**config.mk**
```make
export PLATFORM = sky130hd
export DESIGN_NAME = txring_walker
export DESIGN_NICKNAME = d
export VERILOG_FILES = /design/src/rtl/txring_pkg.sv /design/src/rtl/txring_dp.sv /design/src/rtl/txring_ctrl.sv /design/src/rtl/txring_walker.sv
export SDC_FILE = /design/constraint.sdc
export NUM_CORES = 1
export LEC_CHECK = 0
export ABC_AREA = 1
export BUFFER_PORTS_ARGS = -buffer_cell sky130_fd_sc_hd__buf_2
export CORE_AREA = 2 2 202 105
export CTS_BUF_LIST = sky130_fd_sc_hd__clkbuf_2 sky130_fd_sc_hd__clkbuf_4 sky130_fd_sc_hd__clkbuf_8
export DETAILED_ROUTE_END_ITERATION = 10
export DIE_AREA = 0 0 204 107
export PLACE_DENSITY = 0.78
export SLEW_MARGIN = 20
export SYNTH_ARGS = -nofsm -noshare
export SYNTH_HDL_FRONTEND = slang
export SYNTH_SLANG_ARGS = --single-unit
```
**constraint.sdc**
```tcl
create_clock -name clk -period 3.78 [get_ports clk]
set_input_delay 0.378 -clock clk [delete_from_list [all_inputs] [get_ports clk]]
set_output_delay 0.378 -clock clk [all_outputs]
set_load 0.02 [all_outputs]
```
**src/rtl/txring_pkg.sv**
```systemverilog
package txring_pkg;
  localparam int READY_BIT  = 31;
  localparam int WRAP_BIT   = 29;
  localparam int LAST_BIT   = 27;
  localparam int DESC_BYTES = 8;

  typedef enum logic [2:0] {
    S_IDLE, S_RD0, S_CHK, S_RD1, S_GETA, S_STREAM, S_WB
  } walkState_t;

  typedef struct packed {
    logic idle;
    logic reloadBase;
    logic frameClear;
    logic capW0;
    logic capW1;
    logic byteStep;
    logic advance;
  } dpCtl_t;
endpackage

```
**src/rtl/txring_dp.sv**
```systemverilog
module txring_dp
  import txring_pkg::*;
#(
  parameter int MAX_FRAME  = 2048,
  parameter int ALIGN_BITS = 3,
  parameter int LEN_W      = 16,
  localparam int FW        = $clog2(MAX_FRAME + 1)
) (
  input  logic          clk,
  input  logic          rstN,
  input  dpCtl_t        ctl,
  input  logic          addrHi,
  input  logic          baseWr,
  input  logic [31:0]   baseData,
  input  logic [31:0]   descRdata,
  output logic [31:0]   descAddr,
  output logic [31:0]   descWdata,
  output logic [31:0]   byteAddr,
  output logic [FW-1:0] frameLen,
  output logic          descReady,
  output logic          lastFlag,
  output logic          babbleFlag,
  output logic          clipZero,
  output logic          streamLast
);
  localparam logic [31:0] ALIGN_MASK = ~((32'd1 << ALIGN_BITS) - 32'd1);
  localparam logic [31:0] MAX_F32    = 32'(MAX_FRAME);

  logic [31:0]      ptrQ, baseQ, word0Q, bufAddrQ;
  logic [LEN_W-1:0] remainQ, offsetQ;
  logic [FW-1:0]    frameQ;
  logic             babbleQ;

  logic [31:0] lenX, roomX, effX;
  logic        over;

  always_comb begin
    lenX  = 32'(word0Q[LEN_W-1:0]);
    roomX = MAX_F32 - 32'(frameQ);
    over  = lenX > roomX;
    effX  = over ? roomX : lenX;
  end

  always_ff @(posedge clk) begin
    if (!rstN) begin
      baseQ <= '0;
    end else if (baseWr) begin
      baseQ <= baseData & ALIGN_MASK;
    end
  end

  always_ff @(posedge clk) begin
    if (!rstN) begin
      ptrQ <= '0;
    end else if (baseWr && ctl.idle) begin
      ptrQ <= baseData & ALIGN_MASK;
    end else if (ctl.reloadBase) begin
      ptrQ <= baseQ;
    end else if (ctl.advance) begin
      ptrQ <= word0Q[WRAP_BIT] ? baseQ : ptrQ + 32'(DESC_BYTES);
    end
  end

  always_ff @(posedge clk) begin
    if (!rstN) begin
      word0Q   <= '0;
      bufAddrQ <= '0;
      remainQ  <= '0;
      offsetQ  <= '0;
      babbleQ  <= 1'b0;
    end else begin
      if (ctl.capW0) word0Q <= descRdata;
      if (ctl.capW1) begin
        bufAddrQ <= descRdata;
        remainQ  <= effX[LEN_W-1:0];
        offsetQ  <= '0;
        babbleQ  <= over;
      end else if (ctl.byteStep) begin
        remainQ <= remainQ - 1'b1;
        offsetQ <= offsetQ + 1'b1;
      end
    end
  end

  always_ff @(posedge clk) begin
    if (!rstN) begin
      frameQ <= '0;
    end else if (ctl.frameClear) begin
      frameQ <= '0;
    end else if (ctl.byteStep) begin
      frameQ <= frameQ + 1'b1;
    end else if (ctl.advance && word0Q[LAST_BIT]) begin
      frameQ <= '0;
    end
  end

  assign descAddr   = ptrQ + (addrHi ? 32'd4 : 32'd0);
  assign descWdata  = word0Q & ~(32'd1 << READY_BIT);
  assign byteAddr   = bufAddrQ + 32'(offsetQ);
  assign frameLen   = frameQ;
  assign descReady  = descRdata[READY_BIT];
  assign lastFlag   = word0Q[LAST_BIT];
  assign babbleFlag = babbleQ;
  assign clipZero   = (effX == 32'd0);
  assign streamLast = (remainQ == LEN_W'(1));
endmodule

```
**src/rtl/txring_ctrl.sv**
```systemverilog
module txring_ctrl
  import txring_pkg::*;
#(
  parameter int MAX_DESC = 1024,
  localparam int VW      = $clog2(MAX_DESC + 1)
) (
  input  logic   clk,
  input  logic   rstN,
  input  logic   enable,
  input  logic   demandWr,
  input  logic   descReady,
  input  logic   clipZero,
  input  logic   streamLast,
  input  logic   lastFlag,
  input  logic   babbleFlag,
  output dpCtl_t ctl,
  output logic   addrHi,
  output logic   busy,
  output logic   descRd,
  output logic   descWr,
  output logic   byteValid,
  output logic   frameDone,
  output logic   evBuf,
  output logic   evFrame,
  output logic   evBabble
);
  walkState_t stateQ, stateD;
  logic [VW-1:0] visitsQ;
  logic limitHit;

  assign limitHit = (visitsQ == VW'(MAX_DESC));

  always_comb begin
    stateD = stateQ;
    if (!enable) begin
      stateD = S_IDLE;
    end else begin
      case (stateQ)
        S_IDLE:   if (demandWr) stateD = S_RD0;
        S_RD0:    stateD = S_CHK;
        S_CHK:    stateD = descReady ? S_RD1 : S_IDLE;
        S_RD1:    stateD = S_GETA;
        S_GETA:   stateD = clipZero ? S_WB : S_STREAM;
        S_STREAM: if (streamLast) stateD = S_WB;
        S_WB:     stateD = limitHit ? S_IDLE : S_RD0;
        default:  stateD = S_IDLE;
      endcase
    end
  end

  always_ff @(posedge clk) begin
    if (!rstN) begin
      stateQ  <= S_IDLE;
      visitsQ <= '0;
    end else begin
      stateQ <= stateD;
      if (stateQ == S_IDLE) visitsQ <= '0;
      else if (stateQ == S_RD0) visitsQ <= visitsQ + 1'b1;
    end
  end

  always_comb begin
    ctl            = '0;
    ctl.idle       = (stateQ == S_IDLE);
    ctl.reloadBase = !enable;
    ctl.frameClear = enable && (stateQ == S_IDLE) && demandWr;
    ctl.capW0      = (stateQ == S_CHK);
    ctl.capW1      = (stateQ == S_GETA);
    ctl.byteStep   = (stateQ == S_STREAM);
    ctl.advance    = enable && (stateQ == S_WB);
  end

  assign addrHi    = (stateQ == S_RD1);
  assign busy      = (stateQ != S_IDLE);
  assign descRd    = (stateQ == S_RD0) || (stateQ == S_RD1);
  assign descWr    = (stateQ == S_WB);
  assign byteValid = (stateQ == S_STREAM);
  assign frameDone = descWr && lastFlag;
  assign evFrame   = descWr && lastFlag;
  assign evBuf     = descWr && !lastFlag;
  assign evBabble  = descWr && babbleFlag;
endmodule

```
**src/rtl/txring_walker.sv**
```systemverilog
module txring_walker
  import txring_pkg::*;
#(
  parameter int MAX_FRAME  = 2048,
  parameter int MAX_DESC   = 1024,
  parameter int ALIGN_BITS = 3
) (
  input  logic                           clk,
  input  logic                           rstN,
  input  logic                           enable,
  input  logic                           demandWr,
  input  logic                           baseWr,
  input  logic [31:0]                    baseData,
  output logic                           busy,
  output logic                           descRd,
  output logic                           descWr,
  output logic [31:0]                    descAddr,
  output logic [31:0]                    descWdata,
  input  logic [31:0]                    descRdata,
  output logic                           byteValid,
  output logic [31:0]                    byteAddr,
  output logic                           frameDone,
  output logic [$clog2(MAX_FRAME+1)-1:0] frameLen,
  output logic                           evBuf,
  output logic                           evFrame,
  output logic                           evBabble
);
  dpCtl_t ctl;
  logic addrHi, descReady, lastFlag, babbleFlag, clipZero, streamLast;

  txring_ctrl #(.MAX_DESC(MAX_DESC)) u_ctrl (
    .clk(clk), .rstN(rstN), .enable(enable), .demandWr(demandWr),
    .descReady(descReady), .clipZero(clipZero), .streamLast(streamLast),
    .lastFlag(lastFlag), .babbleFlag(babbleFlag), .ctl(ctl),
    .addrHi(addrHi), .busy(busy), .descRd(descRd), .descWr(descWr),
    .byteValid(byteValid), .frameDone(frameDone), .evBuf(evBuf),
    .evFrame(evFrame), .evBabble(evBabble)
  );

  txring_dp #(.MAX_FRAME(MAX_FRAME), .ALIGN_BITS(ALIGN_BITS)) u_dp (
    .clk(clk), .rstN(rstN), .ctl(ctl), .addrHi(addrHi), .baseWr(baseWr),
    .baseData(baseData), .descRdata(descRdata), .descAddr(descAddr),
    .descWdata(descWdata), .byteAddr(byteAddr), .frameLen(frameLen),
    .descReady(descReady), .lastFlag(lastFlag), .babbleFlag(babbleFlag),
    .clipZero(clipZero), .streamLast(streamLast)
  );
endmodule

```
## Word-level counts from Yosys, hierarchy flattened

Index checks and enable logic that the tools add are counted.

- Output and inout bits: 116
- Logic and storage cells: 70
- Bits of input ports: 69
- Bits in registers: 183

- Add/subtract/negate cells: 8
- Bitwise operators: 1
- Reductions and logical operators: 21
- Equal/unequal tests: 12
- Multiplexer cells: 16
- $lt $le $gt $ge: 1

Operators with widths:

| kind | count |
|---|---|
| 32-bit 2-to-1 mux | 5 |
| 32-bit by 16-bit adder with 32-bit output | 1 |
| 32-bit adder | 1 |
| 32-bit by 4-bit adder with 32-bit output (second input constant) | 1 |
| 16-bit by 32-bit greater-than comparator with 1-bit output | 1 |
| 32-bit zero test | 1 |
| 16-bit 2-to-1 mux | 2 |
| 12-bit 2-to-1 mux | 2 |
| 3-bit one-hot mux with 7 select lines | 1 |
| 16-bit by 1-bit adder with 16-bit output (second input constant) | 1 |
| 16-bit by 1-bit == test with 1-bit output (second input constant) | 1 |
| 16-bit by 1-bit subtractor with 16-bit output (second input constant) | 1 |
| 12-bit by 12-bit subtractor with 13-bit output (first input constant) | 1 |
| 12-bit by 1-bit adder with 12-bit output (second input constant) | 1 |
| 11-bit by 1-bit adder with 11-bit output (second input constant) | 1 |
| 11-bit == test (second input constant) | 1 |
| 3-bit == test (second input constant) | 3 |
| 3-bit 2-to-1 mux | 3 |
| 1-bit logical AND | 8 |
| 2-bit OR reduction | 4 |
| 3-bit by 2-bit == test with 1-bit output (second input constant) | 2 |
| 2-bit 2-to-1 mux | 2 |
| 2-bit by 1-bit inequality test with 1-bit output (second input constant) | 2 |
| 2-bit AND reduction | 2 |
| 10 further kinds | 11 |

## Depth between registers and ports, before layout

Gate-level depths: netlist of the first run.

- Depth after elaboration: 6
- Depth in mapped cells: 27

## By module

From an unflattened synthesis of the first run, not the netlist that was laid out.

- Cell total of the unflattened synthesis: 1613
- Area total of the unflattened synthesis: 10920.5 um2

By module, submodules not included:

| module | area an instance (um2) | times used | seq. area each (um2) | cells an instance |
|---|---|---|---|---|
| txring_dp | 10052.1 | 1 | 3383.2 | 1477 |
| txring_ctrl | 868.3 | 1 | 280.3 | 136 |

## Worst setup path after synthesis of the first run

OpenSTA, ideal clock, no wires.

- Kind: register to register
- Start: register u_dp.frameQ[0], in the netlist u_dp.frameLen[0]
- End: register u_ctrl.stateQ[0]
- Data arrival time: 2918 ps
- Clock period less this slack: 3048 ps
- Slack: 732 ps
- Path buffers: 1
- Data required time: 3649 ps
- Library setup time: 131 ps
- Stages on the path, launching flop included: 25
- Cells stage by stage: dfxtp_1 -> inv_1 -> ha_1 -> nand3_1 -> nor2_1 -> nand2_1 -> xor2_1 -> inv_1 -> ha_1 -> nand2_1 -> nor2_1 -> nand2_1 -> nand2_1 -> nand2_1 -> nand2_2 -> clkbuf_1 -> nand3_1 -> nand2_1 -> nand3_1 -> nor2_2 -> nand2_2 -> nand2_1 -> nand2_1 -> nand2_1 -> a21oi_1

- Longest elaborated chain between the ends: 6

Ends and longest elaborated chain:

| what | line | RTL |
|---|---|---|
| from (decl) | txring_dp.sv:31 | `logic [FW-1:0] frameQ;` |
| from (signal assigned) | txring_dp.sv:91 | `frameQ <= frameQ + 1'b1;` |
| 12-bit by 12-bit subtractor with 13-bit output (*) | txring_dp.sv:39 | `roomX = MAX_F32 - 32'(frameQ);` |
| 16-bit by 32-bit greater-than comparator with 1-bit output | txring_dp.sv:40 | `over = lenX > roomX;` |
| 32-bit 2-to-1 mux (*) | txring_dp.sv:41 | `effX = over ? roomX : lenX;` |
| 32-bit zero test (*) | txring_dp.sv:104 | `assign clipZero = (effX == 32'd0);` |
| 2-bit 2-to-1 mux (*) | txring_ctrl.sv:43 | `S_GETA: stateD = clipZero ? S_WB : S_STREAM;` |
| 3-bit one-hot mux with 7 select lines (*) | txring_ctrl.sv:38 | `case (stateQ)` |
| to (signal assigned) | txring_ctrl.sv:56 | `stateQ <= stateD;` |
| to (decl) | txring_ctrl.sv:27 | `walkState_t stateQ, stateD;` |

Every way passes the cells marked *; elsewhere a longest branch is shown, timed or not.
A chain may end at the register's enable or synchronous reset.

## Worst setup path in the final report of the first run

- Start: register u_dp.offsetQ[2]
- End: output byteAddr[31]

- Longest elaborated chain between the ends: 1

Ends and longest elaborated chain:

| what | line | RTL |
|---|---|---|
| from (decl) | txring_dp.sv:30 | `logic [LEN_W-1:0] remainQ, offsetQ;` |
| from (signal assigned) | txring_dp.sv:80 | `offsetQ <= offsetQ + 1'b1;` |
| 32-bit by 16-bit adder with 32-bit output | txring_dp.sv:99 | `assign byteAddr = bufAddrQ + 32'(offsetQ);` |
| to (decl) | txring_walker.sv:21 | `output logic [31:0] byteAddr,` |

No other way between the ends.

==> results of run 1 <==
## cell type report
| type | instances | share of cell area, % |
|---|---|---|
| sequential | 183 | 29.8 |
| multi-input combinational | 1144 | 50.7 |
| clock inverter | 12 | 0.967 |
| inverter | 166 | 5.09 |
| clock buffer | 19 | 2.08 |
| tap | 273 | 2.78 |
| timing repair buffer | 199 | 8.55 |
## metrics by stage
step	util, %	cells	area, um^2	TNS (ns)
4_1_cts	61.0	1996	12300	0
5_1_grt	61.2	1996	12300	-0.0299
2_1_floorplan	-	1564	10800	0
3_3_place_gp	59.1	1963	11900	0
6_report	61.2	1996	12300	0
3_5_place_dp	59.1	1963	11900	0
## critical path: stages (launching register included)
cell and delay, ns:
dfxtp_1 0.34, ha_1 0.35, a21oi_1 0.16, nand2_1 0.10
a21oi_1 0.23, o21bai_1 0.17, nand2_1 0.09, nand2_1 0.12
a21oi_2 0.22, inv_2 0.04, a21oi_1 0.20, nor2_1 0.14
nand3_1 0.10, xor2_1 0.27, buf_2 0.23
## repair_timing
action / 4_1_cts / 5_1_grt
pin swaps: 1 / 2
gates resized for setup: 0 / 7
hold buffers: 0 / 0
endpoints found under the setup margin: 5 / 8
buffers inserted: 2 / 0
## state kept, by name, summed over array words and instances, names as in the netlist
name,cells
u_ctrl.stateQ,3
u_ctrl.visitsQ,11
u_dp.babbleFlag,1
u_dp.baseQ,29
u_dp.bufAddrQ,32
u_dp.frameLen,12
u_dp.offsetQ,16
u_dp.ptrQ,32
u_dp.remainQ,16
u_dp.word0Q,31
## routing by layer
| layer | track usage, % | vias up |
|---|---|---|
| met5 | 0 | - |
| met1 | 50.8 | 5211 |
| met2 | 42.8 | 581 |
| met3 | 10.2 | 33 |
| li1 | - | 5483 |
| met4 | 6.16 | 2 |
## final timing paths
kind                      end  slack (ns)  cells past startpoint
max              byteAddr[31]        0.15                     14
min           u_dp.word0Q[21]        0.13                      3
max reg2reg  u_ctrl.stateQ[0]        0.38                     25
min reg2reg      u_dp.ptrQ[1]        0.43                      2
## kinds of logic (layout without fill, tap and decap cells)
group | count (synthesis) | after routing | share of synthesized area (%)
AO/OA/AOI/OAI | 381 | 381 | 20.2
adder cells (fa/ha/maj) | 43 | 43 | 5.05
flip-flops | 183 | 183 | 33.9
AND/OR/NAND/NOR | 639 | 639 | 25.6
XOR/XNOR | 80 | 80 | 6.49
buffers and inverters | 237 | 396 | 8.65
other | 1 | 1 | 0.0347
## cell usage in the layout, fill, tap and decap left out, drive strengths merged, types with 15 or more instances in the layout
| cell type | count |
|---|---|
| inv | 168 |
| nand4 | 15 |
| xor2 | 65 |
| o21ai | 170 |
| ha | 42 |
| buf | 199 |
| clkbuf | 19 |
| nor3 | 48 |
| nor2 | 253 |
| dfxtp | 183 |
| xnor2 | 15 |
| nand3 | 53 |
| a21oi | 120 |
| nand2 | 243 |
## power by group through the flow
stage / clock, W / combinational [W] / sequential (W)
after floorplan: 0 / 0.000319 / 0.00207
after global placement: 0 / 0.000482 / 0.00209
after detailed placement: 0 / 0.000493 / 0.00209
after CTS: 0.00135 / 0.000495 / 0.00205
after global routing: 0.00142 / 0.000548 / 0.00206
final: 0.00133 / 0.000507 / 0.00205
==> out/qor.yml, run 1 <==
die_w_um: 204
min-delay-start: "descRdata[21]"
netSwitchingPower_w: 0.00119
die_y_um: 107
synth_edf_count: 0
synth_top_cells_by_count: "241 x nor2_1, 236 x nand2_1, 183 x dfxtp_1, 162 x o21ai_0, 141 x inv_1"
worst_pin_slew_ns: 1.06
worstPathArrival_ns: 3.25
wl_met1_um: 17800
synth_async_sr_flop_share_pct: 0
ys_seq_elements: 183
viasPerCell: 5.67
crit_type: "reg -> out"
num_rows: 37
wl_um: 35900
ys_types: 60
clock_latency_ns: 0.48
cp_max_fo: 4
slew_headroom_pct: 28.7
cp-start-kind: "register"
io_buffers: 180
worstPathRequired_ns: 3.40
finalSetupViolCount: 0
fmax_mhz: 276
grt_max_degree: 80
wl_met2_um: 13300
cts-buffers-inserted: 17
hold_class: "in -> reg"
vias: 11300
ios: 185
synth_top_area_share_pct: 33.9
die-area_um2: 21800
hold_violations: 0
crit_path_start: "u_dp.offsetQ[2]"
synthCells: 1564
drv_slew: 0
post-route-period-util_pct: 96.0
seq_power_share_pct: 52.7
peakVddDrop_uv: 294
cts_tree: "built"
synth_area_leader_cell: "dfxtp_1"
clkTransAtPathRegs_ns: 0.10
p_int_w: 0.00270
syn_nets: 1676
p_leak_nw: 5.54
powerDensity_nw_per_um2: 317
first_pass_iters: 6
critPathCaptureType: "output port"
finalCriticalPeriod_ns: 3.63
drtAntennaViolNets: 0
start_util_pct: 53.7
coreArea_um2: 20100
outcome: "complete, no violations"
pre_cts_slack_ns: 0.333
synthTopCellsByArea: "dfxtp_1 34%, nor2_1 8.4%, nand2_1 8.2%, o21ai_0 7.5%, a21oi_1 5.5%"
avgSynthCellArea_um2: 6.90
ys_seq_area_share_pct: 33.9
cts.sinks: 183
swShare_pct: 30.6
ctsHtreeMaxLevel: 4
root_buffer: "clkbuf_8"
drive_gt1_share_pct: 17.3
fill_cells: 1936
multi_input_area_um2: 6230
ff_latch_area_um2: 3660
r2r_start: "u_dp.frameLen[0]"
grt.overflow.total: 0
grt_pass1_wl_um: 55000
gp_congestion: 1.03
synthMostInstantiatedCell: "nor2_1"
wl_per_cell_um: 18.0
clockPowerShare_pct: 34.2
nNetsFinal: 1823
track_usage_pct: 32.6
top_layer_used: "met5"
ys.flop_type: "dfxtp_1"
clock_skew_ns: 0.0125
cap_violations: 0
synthToLayoutAreaGrowth_pct: 13.8
p_comb_share_pct: 13.0
hpwl_um: 27100
dr_wl_met3_um: 4480
remaining_drc_errors: 0
yosysWarnings: 0
n_antenna_cell: 0
grt_antenna_before_repair: 1
syn_area_um2: 10800
grt_pass1_vias: 10100
drtIter0Drc: 1193
worst_slack_ns: 0.150
hold_slack_ns: 0.128
power_w: 0.00389
max-clock-path-buffers: 2
No activity file was read; power rests on OpenSTA's default activity.
==> run 2: changes to the inputs <==
CORE_AREA = 2 2 216 112   (was 2 2 202 105)
DIE_AREA = 0 0 218 114   (was 0 0 204 107)
PLACE_DENSITY = not set   (was 0.78)
PLACE_DENSITY_LB_ADDON = 0.12   (was not set)
TNS_END_PERCENT = 5   (was not set)
==> run 2 against run 1 <==
Net effect: worst hold slack lost 0.012 ns; first-iteration DRC count rose by 1.8%; die area grew 14%; non-clock buffer count rose by 1; critical path depth fell by 7; utilization fell by 7.9 points; final cell count rose by 2.2%; sequential share of layout area fell by 0.19 points; total power shrank 0.54%; clock-buffer cell count grew 3.
==> out/qor.yml, run 2 (synthesized netlist as in run 1, its figures left out) <==
swShare_pct: 29.5
layout_common_cells: "240 x nor2_1, 235 x nand2_1, 182 x dfxtp_1"
crit_top_cell: "nand2_1"
clock_skew_ns: 0.0174
worstPathRequired_ns: 3.40
cp_cell_sequence: "nand2_1 > nor3_1 > nand2_1 > nor3b_1 > nand2_1 > xor2_1 > buf_2"
grt_antenna_before_repair: 1
worst_r2r_path_depth: 22
drtIter0Drc: 1215
finalSetupViolCount: 0
grt_max_degree: 69
r2r_slack_ns: 0.37
largestRegisters: "u_dp.bufAddrQ: 32 flops, u_dp.ptrQ: 32 flops, u_dp.word0Q: 31 flops"
peakVddDrop_uv: 222
crit_path_start: "u_dp.ptrQ[18]"
critPathTopFamily: "simple AND/OR/NAND/NOR gates"
post-route-period-util_pct: 94.2
drtAntennaViolNets: 0
clock_latency_ns: 0.51
crit_type: "reg -> out"
rsz0062_at_grt: "no"
endpoint: "descAddr[21]"
first_pass_iters: 5
viasPerCell: 5.50
wl_per_cell_um: 18.0
cap_violations: 0
fmax_mhz: 281
cts_tree: "built"
vias: 11200
root_buffer: "clkbuf_8"
ctsHoldBuffers: 0
top_layer_used: "met4"
critPathCaptureType: "output port"
path_buf_inv: 1
r2r_end: "u_ctrl.stateQ[0]"
dr_wl_met3_um: 3740
gp_congestion: 1.02
grt_pass1_vias: 9802
drv_slew: 0
hold_class: "in -> reg"
remaining_drc_errors: 0
die_w_um: 218
wl_met2_um: 12800
max-clock-path-buffers: 2
outcome: "complete, no violations"
hpwl_um: 27600
final_common_cell: "nor2_1"
io_buffers: 180
cp.depth: 7
hold_violations: 0
num_rows: 40
start_util_pct: 46.5
r2r_start: "u_dp.frameLen[0]"
coreArea_um2: 23200
fin_tns_setup_ns: 0
netSwitchingPower_w: 0.00114
worstPathArrival_ns: 3.18
slew_headroom_pct: 34.4
die_y_um: 114
cts.sinks: 183
p_int_w: 0.00273
clockPowerShare_pct: 34.0
fill_cells: 2341
die-area_um2: 24900
p_comb_share_pct: 12.9
p_leak_nw: 5.57
wl_um: 36600
finalCriticalPeriod_ns: 3.56
grt_pass1_wl_um: 56500
critPathSlowestCell: "nor3b_1"
seq_power_share_pct: 53.1
ctsHtreeMaxLevel: 4
cts-buffers-inserted: 17
powerDensity_nw_per_um2: 313
nNetsFinal: 1824
drive_gt1_share_pct: 17.6
ios: 185
slowest_delay_ns: 0.75
clkTransAtPathRegs_ns: 0.10
cp_max_fo: 4
worst_pin_slew_ns: 0.976
fin_util_pct: 53.3
cp-start-kind: "register"
track_usage_pct: 29.7
grt.overflow.total: 0
wl_met1_um: 19800
synthToLayoutAreaGrowth_pct: 14.6
-- run 2: cell types whose count changed in the layout (fill, tap and decap cells not counted), sizes merged --
cell,delta
clkbuf,+3
inv,-3
clkinvlp,-2
buf,+1
clkinv,+1
diode,+1
-- run 2: power groups by stage --
| stage | Clock [W] | Combinational (W) | Sequential (W) |
|---|---|---|---|
| after floorplan | 0 | 0.000319 | 0.00207 |
| after global placement | 0 | 0.000485 | 0.00209 |
| after detailed placement | 0 | 0.000491 | 0.00209 |
| after CTS | 0.00134 | 0.000494 | 0.00205 |
| after global routing | 0.00143 | 0.000550 | 0.00206 |
| final | 0.00132 | 0.000500 | 0.00205 |
-- run 2: final cells by class --
| type | count | area [um^2] | area share [%] |
|---|---|---|---|
| Antenna cell | 1 | 2.50 | 0.0202 |
| Clock buffer | 22 | 290 | 2.35 |
| Clock inverter | 8 | 75.1 | 0.607 |
| Inverter | 166 | 626 | 5.06 |
| Multi-Input combinational cell | 1144 | 6260 | 50.6 |
| Sequential cell | 183 | 3660 | 29.6 |
| Tap cell | 315 | 394 | 3.19 |
| Timing Repair Buffer | 200 | 1060 | 8.57 |
-- run 2: worst min-delay path by stage --
stage,start,to,slack [ns],cells after the start
2_1_floorplan,u_dp.ptrQ[0],u_dp.ptrQ[0],0.41,2
3_3_place_gp,u_dp.ptrQ[1],u_dp.ptrQ[1],0.41,2
3_5_place_dp,u_dp.ptrQ[0],u_dp.ptrQ[0],0.42,2
4_1_cts,descRdata[16],u_dp.word0Q[16],0.09,3
5_1_grt,descRdata[23],u_dp.word0Q[23],0.1,3
6_report,baseData[10],u_dp.baseQ[10],0.12,3
-- run 2: timing repair --
| item | CTS | global route |
|---|---|---|
| resized for setup | 0 | 13 |
| endpoints found under the setup margin | 1 | 9 |
| buffers inserted | 1 | 0 |
| pin swaps | 1 | 2 |
-- run 2: per-layer routing --
layer / vias to the layer above / global-route usage, %
met5: - / 0
met4: 0 / 5.71
met3: 23 / 9.01
met1: 5224 / 48.6
met2: 457 / 36.1
li1: 5506 / -
-- run 2: through the flow --
step | power, W | worst slack (ns) | cell area (um^2) | instances | hold WS, ns
floorplan | 0.00239 | 0.732 | 10800 | 1564 | 0.409
global placement | 0.00258 | 0.450 | 11900 | 2007 | 0.415
detailed placement | 0.00258 | 0.371 | 11900 | 2007 | 0.420
CTS | 0.00388 | 0.0885 | 12300 | 2038 | 0.0900
global route | 0.00404 | 0.0128 | 12400 | 2039 | 0.0989
finish | 0.00387 | 0.219 | 12400 | 2039 | 0.116
-- run 2: worst min-delay path, cell delays in order --
cell and delay, ns:
buf_2 0.09, nor2_1 0.04, nor2_1 0.08
==> run 3: changes to the inputs <==
CORE_AREA = 2 2 147 163   (was 2 2 216 112)
DIE_AREA = 0 0 149 165   (was 0 0 218 114)
==> run 3 against run 2 <==
Net effect: global-route usage fell by 3.8 points; total power increased by 2.1%; maximum frequency up 2.0%; worst hold slack better by 0.022 ns; register-to-register slack gained 0.11 ns; final cell count is 0.93% lower; highest routed layer unchanged.
==> out/qor.yml, run 3 (synthesized netlist as in run 1, its figures left out) <==
outcome: "complete, no violations"
finalCriticalPeriod_ns: 3.49
ctsHtreeMaxLevel: 4
p_int_w: 0.00282
dp_cells: 1987
postLayoutCellArea_um2: 12300
wl_um: 32000
clockPowerShare_pct: 36.1
swShare_pct: 28.8
die_w_um: 149
coreArea_um2: 22800
finalSetupViolCount: 0
clock_skew_ns: 0.0151
ctsHoldBuffers: 0
crit_type: "reg -> out"
slew_headroom_pct: 25.3
rsz0062_at_grt: "no"
grt_max_degree: 70
worst_pin_slew_ns: 1.12
final_common_cell: "nor2_1"
cts.sinks: 183
p_comb_share_pct: 12.2
track_usage_pct: 25.9
cp-start-kind: "register"
fin_cells: 2020
peakVddDrop_uv: 225
postPlaceCellArea_um2: 11900
n_antenna_cell: 0
wl_per_cell_um: 15.8
synthToLayoutAreaGrowth_pct: 14.1
grt_pass1_wl_um: 50800
drive_gt1_share_pct: 17.0
worstPathArrival_ns: 3.11
first_pass_iters: 5
grt_pass1_vias: 10100
hold_class: "in -> reg"
p_leak_nw: 5.56
nNetsFinal: 1820
fill_cells: 2332
critPathCaptureType: "output port"
clkTransAtPathRegs_ns: 0.10
die-area_um2: 24600
drtIter0Drc: 728
grt_antenna_before_repair: 0
max-clock-path-buffers: 2
grt.overflow.total: 0
remaining_drc_errors: 0
ios: 185
io_buffers: 180
cp_max_fo: 3
worstPathRequired_ns: 3.40
largestRegisters: "u_dp.bufAddrQ: 32 flops, u_dp.ptrQ: 32 flops, u_dp.word0Q: 31 flops"
fmax_mhz: 286
viasPerCell: 5.38
start_util_pct: 47.4
seq_power_share_pct: 51.7
cap_violations: 0
gp_congestion: 0.934
hpwl_um: 23400
clock_latency_ns: 0.47
drtAntennaViolNets: 0
drv_slew: 0
fin_tns_setup_ns: 0
netSwitchingPower_w: 0.00114
layout_common_cells: "239 x nor2_1, 235 x nand2_1, 183 x dfxtp_1"
cts-buffers-inserted: 17
hold_violations: 0
num_rows: 58
die_y_um: 165
vias: 10900
root_buffer: "clkbuf_8"
post-route-period-util_pct: 92.4
powerDensity_nw_per_um2: 321
cts_tree: "built"
==> run 3: cell count changes in the layout (fill, tap and decap cells not counted), moves of 2 or more <==
cell	delta
xor2_2	-2
inv_6	+4
a21oi_1	+2
bufinv_16	+2
xor2_1	+2
clkbuf_8	-3
clkinv_4	+2
clkinv_2	-2
a21oi_2	-2
buf_4	-4
==> run 3: through the flow <==
stage	total power, W	setup WS [ns]	hold slack, ns	utilization [%]
2_1_floorplan	0.00239	0.732	0.409	-
3_3_place_gp	0.00256	0.545	0.414	52.2
3_5_place_dp	0.00257	0.490	0.415	52.2
4_1_cts	0.00399	0.119	0.119	54.0
5_1_grt	0.00412	0.0470	0.130	54.1
6_report	0.00395	0.287	0.138	54.1
==> run 3: timing repair <==
action / 4_1_cts / 5_1_grt
endpoints found under the hold margin: 0 / 0
setup buffers: 0 / 2
resized for setup: 0 / 2
setup endpoints to repair: 0 / 6
==> run 3: final timing paths <==
path | startpoint | endpoint | slack, ns | depth (start not counted)
max reg2reg | u_dp.frameLen[2] | u_ctrl.stateQ[0] | 0.48 | 23
min reg2reg | u_dp.ptrQ[1] | u_dp.ptrQ[1] | 0.43 | 2
min | descRdata[20] | u_dp.word0Q[20] | 0.14 | 3
max | u_dp.offsetQ[0] | byteAddr[30] | 0.29 | 16
==> run 3: area by class of cell <==
class | count | area [um^2] | share of cell area [%]
Timing Repair Buffer | 196 | 1020 | 8.31
Tap cell | 300 | 375 | 3.05
Sequential cell | 183 | 3660 | 29.7
Clock inverter | 13 | 170 | 1.38
Inverter | 166 | 626 | 5.08
Clock buffer | 18 | 241 | 1.96
Multi-Input combinational cell | 1144 | 6220 | 50.5
==> run 3: routing by layer <==
layer / track usage (%) / up-vias / wire length [um]
met4: 6.67 / 0 / 532
met1: 34.8 / 5010 / 15000
met2: 43.5 / 326 / 14700
met5: 0 / - / 0
li1: - / 5490 / -
met3: 3.76 / 42 / 1790
==> run 3: power by group through the flow <==
stage	Combinational, W	Clock (W)	Sequential [W]
global placement	0.000473	0	0.00208
finish	0.000483	0.00143	0.00204
floorplan	0.000319	0	0.00207
detailed placement	0.000480	0	0.00209
CTS	0.000482	0.00146	0.00204
global route	0.000533	0.00154	0.00205
==> run 3: worst max-delay path, cell delays in order, from the launching register on <==
cell and delay, ns:
dfxtp_1 0.38, ha_1 0.18, inv_1 0.05, fa_1 0.40
o211ai_1 0.19, buf_4 0.16, a21oi_2 0.06, o21ai_1 0.20
nand2_1 0.07, nand2_1 0.09, nand2_1 0.07, nand2_2 0.09
a21oi_1 0.14, nor2_2 0.17, nand2_1 0.07, xor2_1 0.13
buf_2 0.18
